**src/rtl/lutrf_pkg.sv**
```systemverilog
// Shared definitions for the table refill engine: word size, descriptor
// geometry, interrupt bit positions and controller states.
package lutrf_pkg;
    localparam int WORD_W     = 32;
    localparam int DESC_WORDS = 5;
    localparam int IRQ_W      = 8;

    // Interrupt bit positions within the 8-bit field.
    localparam int IRQ_MISS  = 0;   // advisory, never raised here
    localparam int IRQ_EOL   = 1;
    localparam int IRQ_RDERR = 2;
    localparam int IRQ_AREA  = 3;
    localparam int IRQ_FILL  = 7;

    // Descriptor word indices.
    localparam int DW_LO   = 0;
    localparam int DW_HI   = 1;
    localparam int DW_CTRL = 2;
    localparam int DW_DATA = 3;
    localparam int DW_LINK = 4;

    typedef enum logic [2:0] {
        S_IDLE, S_DREQ, S_DWAIT, S_CHECK, S_EREQ, S_EWAIT, S_NEXT, S_DRAIN
    } state_t;
endpackage

```
**src/rtl/lutrf_raster.sv**
```systemverilog
// Raster walker: steps (x,y) over a rectangle with x fastest.
// Assumes lo<=hi on both axes when load is asserted (checked by the caller).
module lutrf_raster #(
    parameter int XW = 8,
    parameter int YW = 7
) (
    input  logic          clk,
    input  logic          rst_n,
    input  logic          load,
    input  logic          step,
    input  logic [XW-1:0] x_lo,
    input  logic [XW-1:0] x_hi,
    input  logic [YW-1:0] y_lo,
    input  logic [YW-1:0] y_hi,
    output logic [XW-1:0] x,
    output logic [YW-1:0] y,
    output logic          last
);
    assign last = (x == x_hi) && (y == y_hi);

    // Position register: load the top-left corner, then advance along rows.
    always_ff @(posedge clk) begin
        if (!rst_n) begin
            x <= '0;
            y <= '0;
        end else if (load) begin
            x <= x_lo;
            y <= y_lo;
        end else if (step) begin
            if (x == x_hi) begin
                x <= x_lo;
                y <= y + 1'b1;
            end else begin
                x <= x + 1'b1;
            end
        end
    end
endmodule

```
**src/rtl/lutrf_irq.sv**
```systemverilog
// Interrupt status field: sticky bits set by event pulses, cleared by
// writing ones; a set beats a clear in the same cycle. Output is masked OR.
module lutrf_irq #(
    parameter int W = 8
) (
    input  logic         clk,
    input  logic         rst_n,
    input  logic [W-1:0] set_i,
    input  logic         clr_we,
    input  logic [W-1:0] clr_data,
    input  logic [W-1:0] en,
    output logic [W-1:0] stat,
    output logic         irq
);
    logic [W-1:0] clr_mask;
    assign clr_mask = clr_we ? clr_data : '0;
    assign irq      = |(stat & en);

    // Status register update.
    always_ff @(posedge clk) begin
        if (!rst_n) stat <= '0;
        else        stat <= (stat & ~clr_mask) | set_i;
    end
endmodule

```
**src/rtl/lutrf_engine.sv**
```systemverilog
// Refill engine top: fetches chained descriptors, walks each rectangle and
// writes one table entry per slot. Assumes the memory answers each request
// exactly once, in order, with any latency of at least one cycle.
module lutrf_engine #(
    parameter int AW    = 32,
    parameter int TBL_W = 256,
    parameter int TBL_H = 128,
    parameter int LUT_W = 4,
    parameter int IDX_W = $clog2(TBL_W * TBL_H)
) (
    input  logic                            clk,
    input  logic                            rst_n,
    input  logic                            desc_we,
    input  logic [AW-1:0]                   desc_wdata,
    input  logic [lutrf_pkg::IRQ_W-1:0]     irq_en,
    input  logic                            irq_clr_we,
    input  logic [lutrf_pkg::IRQ_W-1:0]     irq_clr_data,
    output logic                            rd_req,
    output logic [AW-1:0]                   rd_addr,
    input  logic                            rd_rvalid,
    input  logic [lutrf_pkg::WORD_W-1:0]    rd_rdata,
    input  logic                            rd_err,
    output logic                            tbl_we,
    output logic [IDX_W-1:0]                tbl_idx,
    output logic [lutrf_pkg::WORD_W-1:0]    tbl_data,
    output logic [LUT_W-1:0]                tbl_lut,
    output logic                            st_ready,
    output logic                            st_valid,
    output logic                            st_done,
    output logic                            st_err,
    output logic [lutrf_pkg::IRQ_W-1:0]     irq_stat,
    output logic                            irq
);
    import lutrf_pkg::*;

    localparam int XW = $clog2(TBL_W);
    localparam int YW = $clog2(TBL_H);
    localparam logic [IDX_W-1:0] ROW_STRIDE = IDX_W'(TBL_W);
    localparam logic [AW-1:0]    ALIGN_MASK = ~AW'(15);

    state_t                               state;
    logic [AW-1:0]                        desc_ptr, eptr;
    logic [2:0]                           widx;
    logic [DESC_WORDS-1:0][WORD_W-1:0]    dw;
    logic                                 valid_q, done_q, err_q;
    logic [IRQ_W-1:0]                     irq_set;

    // Descriptor field views.
    logic [15:0]   f_x0, f_y0, f_x1, f_y1;
    logic          f_start;
    logic [AW-1:0] f_data, f_link;
    assign f_x0    = dw[DW_LO][15:0];
    assign f_y0    = dw[DW_LO][31:16];
    assign f_x1    = dw[DW_HI][15:0];
    assign f_y1    = dw[DW_HI][31:16];
    assign f_start = dw[DW_CTRL][0];
    assign f_data  = AW'(dw[DW_DATA]) & ALIGN_MASK;
    assign f_link  = AW'(dw[DW_LINK]) & ALIGN_MASK;

    logic bad_area;
    assign bad_area = (f_x1 < f_x0) || (f_y1 < f_y0) ||
                      (32'(f_x1) >= TBL_W) || (32'(f_y1) >= TBL_H);

    logic abort, in_flight, resp_ok;
    assign abort     = desc_we && (desc_wdata == '0);
    assign in_flight = (state == S_DREQ) || (state == S_EREQ) ||
                       (((state == S_DWAIT) || (state == S_EWAIT)) && !rd_rvalid) ||
                       ((state == S_DRAIN) && !rd_rvalid);
    assign resp_ok   = rd_rvalid && !rd_err;

    // Raster walker for the current rectangle.
    logic          r_load, r_step, r_last;
    logic [XW-1:0] r_x;
    logic [YW-1:0] r_y;
    assign r_load = (state == S_CHECK) && !bad_area && f_start && !abort;
    assign r_step = (state == S_EWAIT) && resp_ok && !r_last && !abort;

    lutrf_raster #(.XW(XW), .YW(YW)) i_raster (
        .clk(clk), .rst_n(rst_n), .load(r_load), .step(r_step),
        .x_lo(f_x0[XW-1:0]), .x_hi(f_x1[XW-1:0]),
        .y_lo(f_y0[YW-1:0]), .y_hi(f_y1[YW-1:0]),
        .x(r_x), .y(r_y), .last(r_last)
    );

    // Read port: one-cycle request in the request states.
    always_comb begin
        rd_req  = (state == S_DREQ) || (state == S_EREQ);
        rd_addr = '0;
        if (state == S_DREQ)      rd_addr = desc_ptr + AW'({widx, 2'b00});
        else if (state == S_EREQ) rd_addr = eptr;
    end

    // Interrupt event pulses derived from the controller state.
    always_comb begin
        irq_set = '0;
        if (!abort) begin
            irq_set[IRQ_FILL]  = (state == S_NEXT);
            irq_set[IRQ_EOL]   = (state == S_NEXT) && (f_link == '0);
            irq_set[IRQ_AREA]  = (state == S_CHECK) && bad_area;
            irq_set[IRQ_RDERR] = ((state == S_DWAIT) || (state == S_EWAIT)) &&
                                 rd_rvalid && rd_err;
        end
    end

    lutrf_irq #(.W(IRQ_W)) i_irq (
        .clk(clk), .rst_n(rst_n), .set_i(irq_set),
        .clr_we(irq_clr_we), .clr_data(irq_clr_data), .en(irq_en),
        .stat(irq_stat), .irq(irq)
    );

    assign st_ready = (state == S_IDLE);
    assign st_valid = valid_q;
    assign st_done  = done_q;
    assign st_err   = err_q;

    // Controller: descriptor fetch, area check, entry walk, chaining, cancel.
    always_ff @(posedge clk) begin
        if (!rst_n) begin
            state    <= S_IDLE;
            desc_ptr <= '0;
            eptr     <= '0;
            widx     <= '0;
            dw       <= '0;
            valid_q  <= 1'b0;
            done_q   <= 1'b0;
            err_q    <= 1'b0;
            tbl_we   <= 1'b0;
            tbl_idx  <= '0;
            tbl_data <= '0;
            tbl_lut  <= '0;
        end else begin
            tbl_we <= 1'b0;
            if (abort) begin
                valid_q <= 1'b0;
                done_q  <= 1'b0;
                err_q   <= 1'b0;
                state   <= in_flight ? S_DRAIN : S_IDLE;
            end else begin
                case (state)
                    S_IDLE: if (desc_we) begin
                        desc_ptr <= desc_wdata & ALIGN_MASK;
                        widx     <= '0;
                        valid_q  <= 1'b0;
                        done_q   <= 1'b0;
                        err_q    <= 1'b0;
                        state    <= S_DREQ;
                    end
                    S_DREQ: state <= S_DWAIT;
                    S_DWAIT: if (rd_rvalid) begin
                        if (rd_err) begin
                            err_q <= 1'b1;
                            state <= S_IDLE;
                        end else begin
                            dw[widx] <= rd_rdata;
                            if (widx == 3'(DESC_WORDS - 1)) begin
                                state <= S_CHECK;
                            end else begin
                                widx  <= widx + 1'b1;
                                state <= S_DREQ;
                            end
                        end
                    end
                    S_CHECK: begin
                        if (bad_area) begin
                            err_q <= 1'b1;
                            state <= S_IDLE;
                        end else if (!f_start) begin
                            state <= S_NEXT;
                        end else begin
                            eptr    <= f_data;
                            tbl_lut <= dw[DW_CTRL][4 +: LUT_W];
                            state   <= S_EREQ;
                        end
                    end
                    S_EREQ: state <= S_EWAIT;
                    S_EWAIT: if (rd_rvalid) begin
                        if (rd_err) begin
                            err_q <= 1'b1;
                            state <= S_IDLE;
                        end else begin
                            tbl_we   <= 1'b1;
                            tbl_idx  <= IDX_W'(r_y) * ROW_STRIDE + IDX_W'(r_x);
                            tbl_data <= rd_rdata;
                            eptr     <= eptr + AW'(4);
                            state    <= r_last ? S_NEXT : S_EREQ;
                        end
                    end
                    S_NEXT: begin
                        if (f_link == '0) begin
                            valid_q <= 1'b1;
                            done_q  <= 1'b1;
                            state   <= S_IDLE;
                        end else begin
                            desc_ptr <= f_link;
                            widx     <= '0;
                            state    <= S_DREQ;
                        end
                    end
                    S_DRAIN: if (rd_rvalid) state <= S_IDLE;
                    default: state <= S_IDLE;
                endcase
            end
        end
    end
endmodule

```
**config.mk**
```make
export PLATFORM = sky130hd
export DESIGN_NAME = lutrf_engine
export DESIGN_NICKNAME = d
export VERILOG_FILES = /design/src/rtl/lutrf_pkg.sv /design/src/rtl/lutrf_raster.sv /design/src/rtl/lutrf_irq.sv /design/src/rtl/lutrf_engine.sv
export SDC_FILE = /design/constraint.sdc
export NUM_CORES = 1
export LEC_CHECK = 0
export CORE_ASPECT_RATIO = 1.25
export CORE_MARGIN = 8
export CORE_UTILIZATION = 55
export CTS_CLUSTER_DIAMETER = 200
export DETAILED_ROUTE_END_ITERATION = 16
export PLACE_DENSITY = 0.83
export RECOVER_POWER = 25
export SLEW_MARGIN = 20
export SYNTH_ARGS = -nofsm -noshare
export SYNTH_HDL_FRONTEND = slang
export SYNTH_SLANG_ARGS = --single-unit
```
**constraint.sdc**
```tcl
create_clock -name clk -period 4.1 [get_ports clk]
set_input_delay 0.615 -clock clk [delete_from_list [all_inputs] [get_ports clk]]
set_output_delay 0.615 -clock clk [all_outputs]
set_load 0.1 [all_outputs]
```
---- After elaboration in Yosys (flattened, before gate mapping) ----
Cells that the tools add are included.
word-level totals
  word-level logic and storage cells ...... 168
  bits in registers ....................... 307
  input bits .............................. 86
cells by class
  reductions and logical operators ........ 51
  bitwise gates (word level) .............. 10
  mux-type cells .......................... 50
  $add $sub $neg .......................... 6
  eq/ne operators ......................... 27
  $lt $le $gt $ge ......................... 6
operators with widths
  cell                   count
  $mux 32                9
  $bwmux 160             1
  $pmux 32 s2            2
  $demux 32 s3           1
  $logic_not 32->1       2
  $mux 3                 14
  $add 32x3->32 const B  1
  $add 32x5->32          1
  $lt 16x16->1           2
  $mux 8                 4
  $pmux 3 s8             1
  $mux 7                 3
  $ne 2x2->1 const B     10
  $reduce_and 4->1       5
  $and 8x8->8            2
  $ge 16x8->1 const B    1
  $ge 16x9->1 const B    1
  $logic_and 1x1->1      16
  $add 15x8->15          1
  $eq 3x3->1 const B     5
  $ne 3x3->1 const B     3
  $pmux 3 s3             1
  $add 8x1->8 const B    1
  $eq 8x8->1             1
  29 further kinds       62

---- Depth between registers and ports, before layout ----
Gate-level depths: netlist of the first run.
  word-level depth ........................ 10
  mapped depth ............................ 11
  mapped depth without buffers ............ 10

---- Modules after synthesis ----
Synthesis of the first run repeated with hierarchy kept, for this count alone.
second synthesis, totals
  cell total of the unflattened synthesis .. 1736
  area total of the unflattened synthesis .. 13306.5 µm²
modules (own cells, without submodules)
  module        cells each  area each (µm²)  seq. area each (µm²)  instances
  lutrf_engine  1574        11931.4          4864.7                1
  lutrf_raster  132         1053.5           300.3                 1
  lutrf_irq     30          321.6            160.2                 1

---- Least setup slack after synthesis of the first run ----
Ideal clock, no wire load.
  kind .................................... reg2out
  start point ............................. reg widx[2]
  end point ............................... out rd_addr[29]
  stages on the path, launching flop included .. 10
  buffers on the path ..................... 0
  arrival time ............................ 3983 ps
  data required time ...................... 3485 ps
  setup slack ............................. -498 ps
  cell sequence ........................... dfxtp_1 ha_1 and3_1 nand3_1 nor3_1 nand2_1 nor2_1 nand3_1 xor2_1 o21ai_0
on the way
  cells in the longest elaborated chain, start to end .. 2
ends and longest elaborated chain
  item                    RTL line             RTL
  from (decl)             lutrf_engine.sv:43   logic [2:0] widx;
  from (signal assigned)  lutrf_engine.sv:158  widx <= widx + 1'b1;
  $add 32x5->32           lutrf_engine.sv:89   if (state == S_DREQ) rd_addr = desc_ptr + AW'({widx, 2'b00});
  $mux 32                 lutrf_engine.sv:89
  to (decl)               lutrf_engine.sv:19   output logic [AW-1:0] rd_addr,
Every way passes these cells.

---- Final worst setup path of the first run ----
  start point ............................. reg widx[2]
  end point ............................... out rd_addr[30]
Same word-level chain as after synthesis.

==> impl_metrics.json, run 1 <==
{
  "min_to": "tbl_data[4]",
  "postCtsSetupBuffers": 0,
  "grt_max_degree": 100,
  "p_clk_frac": 0.338,
  "grt_use_total": 0.267,
  "intPower_mw": 4.87,
  "netlist_instances": 1680,
  "ys_top_cells_by_area": "dfxtp_1, nand2_1, a21oi_1, ha_1, nor2_1",
  "fin_skew_ns": 0.0140,
  "io_buffers": 181,
  "reg2reg_from": "state[0]",
  "p_per_area_nw_per_um2": 479,
  "synth_cell_types": 86,
  "drt_iter0_drc": 1208,
  "clk_latency_ns": 0.53,
  "synth_sequential_area_ratio": 0.409,
  "worstMarginPinSlew_ns": 2.18,
  "cts_made_buffers": 26,
  "clockBufferDepth": 3,
  "avgSynthCellArea_um2": 7.75,
  "n_antenna_cell": 0,
  "synth_edf_count": 0,
  "reg2regPathDepth": 9,
  "synth_most_common_cell": "nand2_1",
  "synth_top_family_by_area": "simple AND/OR/NAND/NOR gates",
  "max_freq_mhz": 262,
  "critical_path_required_ns": 3.48,
  "hp-class": "reg -> reg",
  "cp_num_buf_inv": 1,
  "ir_drop_mv": 0.374,
  "vias": 12700,
  "die_w_um": 154,
  "synth_top_area_frac": 0.409,
  "remaining_drc_errors": 0,
  "final_hold_viol_count": 0,
  "violations": "max-capacitance violations, max-slew violations",
  "clkTransAtPathRegs_ns": 0.06,
  "critPathKind": "reg -> out",
  "rows": 63,
  "r2r_setup_slack_ns": 0.30,
  "ys_ff_latch": 266,
  "slowest_delay_ns": 0.44,
  "start_util": 0.554,
  "synth_area_leader_cell": "dfxtp_1",
  "synth_area_um2": 13000,
  "critical_path.top_delay_family": "simple AND/OR/NAND/NOR gates",
  "swShare": 0.355,
  "min_from": "tbl_data[4]",
  "cts_htree_levels": 1,
  "fin_crit_sh": 0.932,
  "dieArea_um2": 28900,
  "fp.dieH_um": 188,
  "min_path_cells": 2,
  "max_slew_margin": -0.455,
  "path_max_fanout": 7,
  "startpoint_type": "register",
  "synthFlopType": "dfxtp_1",
  "antenna_found_initial": 0,
  "fill_cells": 1925,
  "rsz0062_at_grt": "false",
  "async_reset_ff_frac": 0,
  "worstSetupEndpointType": "output pin",
  "place_congestion": 0.947,
  "synthSimpleGateAreaFrac": 0.247,
  "grt_pass1_wl_um": 63200,
  "crit_chain": "ha_1 > ha_1 > nand4_1 > nor3_1 > and2_1 > and3_1 > nand2_1 > xor2_1 > o21ai_1 > buf_4",
  "place_inst": 2068,
  "drive_gt1_frac": 0.0790,
  "maxSlewViolCount": 47,
  "areaGrowthSynthToFinish_pct": 20.8,
  "synthXorXnorAreaFrac": 0.0330,
  "power.share.combinational": 0.269,
  "p_seq_frac": 0.393,
  "grt_overflow_total": 0,
  "crit_slowest_cell": "dfxtp_2",
  "setup-tns-final_ns": 0,
  "setup_violations": 0,
  "layout_min_cycle_time_ns": 3.82,
  "cts_tree": "built",
  "first_pass_iters": 5,
  "core_um2": 23500,
  "ant_nets": 0,
  "io_pins": 184,
  "power_switching_mw": 2.67,
  "r2r_end": "i_raster.y[6]",
  "outcome": "finished with violations",
  "vias_per_cell": 5.98,
  "crit_arrival_ns": 3.21,
  "grt_pass1_vias": 12000,
  "maxCapViolations": 2,
  "synthMuxAreaShare": 0.0278,
  "leakagePower_nw": 5.83,
  "hpwl_um": 28900,
  "synth_compound_area_frac": 0.194,
  "yosysWarnings": 0,
  "drt_wl_total_um": 40500,
  "nets": 1928,
  "yosys.area_share.adder": 0.0355,
  "cts_root_buffer": "clkbuf_16",
  "hold-worst-slack_ns": 0.451,
  "avgRoutedWirePerCell_um": 19.1,
  "crit_top_cell": "ha_1",
  "cts_sinks": 266,
  "instances_no_fill": 2115,
  "synthTopCellsByCount": "nand2_1, dfxtp_1, a21oi_1, nor2_1, o21ai_0"
}
## layout by cell type, fill, tap and decap left out, drive strengths merged, types with 6 or more instances in the layout
cell type | Yosys | layout
nand2 | 445 | 445
dfxtp | 266 | 266
a21oi | 238 | 238
nor2 | 117 | 117
clkdlybuf4s50 | 0 | 85
o21ai | 64 | 64
dlygate4sd3 | 0 | 63
buf | 53 | 53
inv | 45 | 45
clkbuf | 57 | 40
a211oi | 38 | 38
ha | 37 | 37
nand3 | 37 | 37
mux2i | 35 | 35
xor2 | 26 | 26
nand4 | 25 | 25
xnor2 | 23 | 23
nor4 | 23 | 23
and3 | 18 | 18
nor3 | 18 | 18
a31oi | 9 | 9
o32ai | 7 | 7
a22o | 6 | 6
o22ai | 6 | 6
o31ai | 6 | 6
## logic make-up (layout without fill, tap and decap cells)
group	Yosys count	count (layout)
compound gates	422	422
xor+xnor	49	49
fa+ha+maj	37	37
buf+inv	155	297
flops	266	266
mux	36	36
other cells	1	2
simple gates	714	714
## worst max-delay path by stage
stage	from	endpoint	slack (ns)	depth (start not counted)
2_1_floorplan	widx[2]	rd_addr[15]	0.004	7
3_3_place_gp	desc_we	i_raster.x[1]	0.52	10
3_5_place_dp	desc_we	i_raster.x[1]	0.49	10
4_1_cts	widx[2]	rd_addr[30]	0.13	10
5_1_grt	desc_we	i_raster.x[0]	0.07	10
6_report	widx[2]	rd_addr[30]	0.28	10
## worst min-delay path: stages, from the launching register on
cell and delay (ns):
dfxtp_1 0.30, nand2_1 0.05, a21oi_1 0.05
## registers in the layout (all words and copies together) (netlist names)
name	count
desc_ptr	28
dw	125
eptr	30
i_irq.stat	8
i_raster.x	8
i_raster.y	7
st_done	1
st_err	1
state	3
tbl_data	32
tbl_idx	15
tbl_lut	4
tbl_we	1
widx	3
## power groups by stage
stage | sequential [mW] | clock [mW] | combinational [mW]
3_3_place_gp | 3.01 | 0 | 1.99
4_1_cts | 2.96 | 2.56 | 2.02
6_report | 2.96 | 2.55 | 2.03
2_1_floorplan | 3.05 | 0 | 1.41
5_1_grt | 2.99 | 2.67 | 2.15
3_5_place_dp | 3.02 | 0 | 2.00
## layout make-up
type / count / area [µm²] / share of cell area
flip-flops and latches: 266 / 5330 / 0.339
inverters: 45 / 174 / 0.0111
multi-input cells: 1260 / 6980 / 0.444
clock inverters: 11 / 163 / 0.0103
repair buffers: 206 / 1960 / 0.125
well taps: 292 / 365 / 0.0232
clock buffers: 35 / 756 / 0.0481
## metrics by stage
stage                     area (µm²)  total power, mW  utilization  setup slack [ns]
final                          15700             7.54        0.669             0.277
after global routing           15700             7.81        0.669            0.0726
after CTS                      15800             7.53        0.671             0.134
after detailed placement       14800             5.02        0.632             0.493
after global placement         14800             4.99        0.632             0.521
after floorplan                13000             4.47            -           0.00386
## per-layer routing
layer / track usage / share of wire / vias to the layer above
met5: 0 / 0 / -
met4: 0.148 / 0.053 / 0
met3: 0.0378 / 0.067 / 116
met2: 0.468 / 0.50 / 580
met1: 0.307 / 0.38 / 5900
li1: - / - / 6058
## timing repair
item	CTS	global route
gates resized for setup	0	1
hold buffers	0	0
setup endpoints to repair	0	1
endpoints found under the hold margin	0	0
Note: power is estimated with default switching activity, not from simulation.
==> inputs of run 2 (changes only) <==
--- a/config.mk
+++ b/config.mk
@@ -5,6 +5,7 @@
 export SDC_FILE = /design/constraint.sdc
 export NUM_CORES = 1
 export LEC_CHECK = 0
+export ABC_AREA = 1
 export CORE_ASPECT_RATIO = 1.25
 export CORE_MARGIN = 8
 export CORE_UTILIZATION = 55
==> run 2 against run 1 <==
Effect of this change: the run still ends with max-capacitance violations, max-slew violations left; clock skew about the same; sequential cell count unchanged; hold slack worse by 0.0037 ns; non-clock buffer count down 7; register-to-register slack better by 0.24 ns; maximum frequency up 0.35%; utilization up 0.88 points; global-route usage up 2.5 points; sequential share of layout area down 0.87 points; sequential power up 6.8%; setup slack better by 0.013 ns; final area up 2.7%; critical path type unchanged.
==> impl_metrics.json, run 2 <==
{
  "crit_arrival_ns": 3.19,
  "hold-worst-slack_ns": 0.447,
  "core_um2": 23800,
  "synth_area_leader_cell": "dfxtp_1",
  "critical_path_depth": 16,
  "violations": "max-capacitance violations, max-slew violations",
  "io_buffers": 181,
  "ys_top_cells_by_area": "dfxtp_1, o21ai_0, a21oi_1, nand2_1, inv_1",
  "layout_min_cycle_time_ns": 3.81,
  "intPower_mw": 5.22,
  "max_freq_mhz": 263,
  "crit_top_cell": "nand2_1",
  "fin_crit_sh": 0.929,
  "clockBufferDepth": 3,
  "antenna_found_initial": 1,
  "grt_use_total": 0.292,
  "synthFlopType": "dfxtp_1",
  "grt_max_degree": 205,
  "critical_path.top_delay_family": "simple AND/OR/NAND/NOR gates",
  "clk_latency_ns": 0.55,
  "place_congestion": 0.985,
  "netlist_instances": 1926,
  "hold_buffers": 0,
  "vias_per_cell": 5.68,
  "fp.dieH_um": 190,
  "remaining_drc_errors": 0,
  "grt_pass1_vias": 12900,
  "cts_sinks": 266,
  "final_hold_viol_count": 0,
  "final_core_util": 0.678,
  "mostFrequentLayoutCells": "nand2_1, o21ai_0, dfxtp_1, a21oi_1, inv_1",
  "ys_ff_latch": 266,
  "grt_overflow_total": 0,
  "p_per_area_nw_per_um2": 548,
  "slowest_delay_ns": 0.40,
  "synth_area_um2": 13300,
  "p_clk_frac": 0.306,
  "worstMarginPinSlew_ns": 3.47,
  "min_path_cells": 2,
  "place_inst": 2340,
  "synth_most_common_cell": "nand2_1",
  "yosysWarnings": 0,
  "hpwl_um": 32200,
  "cts_tree": "built",
  "areaGrowthSynthToFinish_pct": 21.0,
  "start_util": 0.561,
  "n_antenna_cell": 0,
  "cts_made_buffers": 27,
  "synth_cell_types": 43,
  "dieArea_um2": 29500,
  "swShare": 0.410,
  "max_slew_margin": -1.31,
  "ant_nets": 0,
  "reg2regPathDepth": 8,
  "grt_pass1_wl_um": 68700,
  "instances_no_fill": 2391,
  "top_regs": "dw: 125 flops, tbl_data: 32 flops, eptr: 30 flops",
  "drt_wl_total_um": 44900,
  "path_max_fanout": 8,
  "power_switching_mw": 3.63,
  "vias": 13600,
  "rows": 63,
  "ir_drop_mv": 0.487,
  "crit_slowest_cell": "dfxtp_4",
  "critical_path_required_ns": 3.48,
  "leakagePower_nw": 6.35,
  "clkTransAtPathRegs_ns": 0.06,
  "synth_top_area_frac": 0.399,
  "cts_htree_levels": 1,
  "maxSlewViolCount": 232,
  "layout_commonest_cell": "nand2_1",
  "cts_root_buffer": "clkbuf_16",
  "avgSynthCellArea_um2": 6.93,
  "nets": 2168,
  "synthTopCellsByCount": "nand2_1, o21ai_0, dfxtp_1, a21oi_1, inv_1",
  "worstSetupEndpointType": "output pin",
  "startpoint_type": "register",
  "p_seq_frac": 0.357,
  "synth_edf_count": 0,
  "avgRoutedWirePerCell_um": 18.8,
  "maxCapViolations": 2,
  "fin_skew_ns": 0.0136,
  "r2r_setup_slack_ns": 0.54,
  "power.share.combinational": 0.337,
  "io_pins": 184,
  "setup_violations": 0,
  "synth_sequential_area_ratio": 0.399,
  "drive_gt1_frac": 0.0600,
  "die_w_um": 155,
  "largest_reg_flops": 125,
  "async_reset_ff_frac": 0,
  "critPathKind": "reg -> out",
  "first_pass_iters": 5,
  "crit_chain": "ha_1 > ha_1 > nand2_1 > nor2_1 > nand2_1 > nor2_1 > nand2_1 > inv_1 > nand3_2 > nor4_4 > buf_4 > nand4_1 > a21oi_1 > nand2_1 > o21ai_0 > clkbuf_8",
  "cp_num_buf_inv": 3,
  "largest-register": "dw",
  "hp-class": "reg -> reg",
  "outcome": "finished with violations",
  "drt_iter0_drc": 1172
}
## run 2: power by group through the flow
stage                     Sequential, mW  Clock, mW  Combinational [mW]
after global routing                3.19       2.82                3.18
after detailed placement            3.20          0                2.90
after global placement              3.19          0                2.87
final                               3.16       2.71                2.98
after floorplan                     3.21          0                2.04
after CTS                           3.14       2.72                2.92
## run 2: layout make-up
class | instances | area (µm²)
timing repair buffer | 199 | 1900
multi-input combinational | 1323 | 6680
fill | 2102 | 7660
clock buffer | 30 | 707
sequential | 266 | 5330
inverter | 228 | 856
clock inverter | 20 | 269
tap | 325 | 407
## run 2: tightest hold or removal path, stage by stage (launching register included)
cell and delay (ns):
dfxtp_1 0.31, inv_1 0.05, a21oi_1 0.05
## run 2: per-stage QoR
| step | TNS (ns) | power, mW | instance area, µm² | setup slack [ns] |
|---|---|---|---|---|
| 2_1_floorplan | 0 | 5.25 | 13400 | 0.0525 |
| 6_report | 0 | 8.85 | 16100 | 0.291 |
| 3_3_place_gp | 0 | 6.06 | 15100 | 0.748 |
| 5_1_grt | -0.0146 | 9.19 | 16100 | -0.0146 |
| 3_5_place_dp | 0 | 6.10 | 15100 | 0.667 |
| 4_1_cts | 0 | 8.79 | 16100 | 0.0798 |
## run 2: cell families (layout without fill, tap and decap cells)
family	after synthesis	after routing	share of synthesized area
XOR/XNOR	38	38	0.0249
flip-flops	266	266	0.399
AO/OA/AOI/OAI	578	578	0.222
adder cells (fa/ha/maj)	37	37	0.0347
AND/OR/NAND/NOR	668	668	0.217
buffers and inverters	338	477	0.102
other	1	2	0.000281
## run 2: final timing paths
path / from / to
worst max-delay path: widx[2] / rd_addr[26]
worst min-delay path: dw[110] / dw[110]
worst min register to register: dw[110] / dw[110]
worst max register to register: state[1] / desc_ptr[5]
## run 2: repair_timing
| item | in CTS | in global routing |
|---|---|---|
| gates resized for setup | 0 | 16 |
| setup buffers | 0 | 1 |
| endpoints found under the setup margin | 0 | 7 |
| hold endpoints to repair | 0 | 0 |
## run 2: routing by layer
metal,routed length (µm),up-vias,GRT usage
met5,13,-,0
met4,2470,2,0.153
met3,3720,125,0.0624
met2,21200,544,0.500
met1,17500,6262,0.336
li1,-,6646,-
==> inputs of run 3 (changes only) <==
--- a/config.mk
+++ b/config.mk
@@ -6,6 +6,7 @@
 export NUM_CORES = 1
 export LEC_CHECK = 0
 export ABC_AREA = 1
+export ABC_CLOCK_PERIOD_IN_PS = 4100
 export CORE_ASPECT_RATIO = 1.25
 export CORE_MARGIN = 8
 export CORE_UTILIZATION = 55
==> results of run 3 <==
No change in the layout: final DEF, timing and power equal those of run 2.
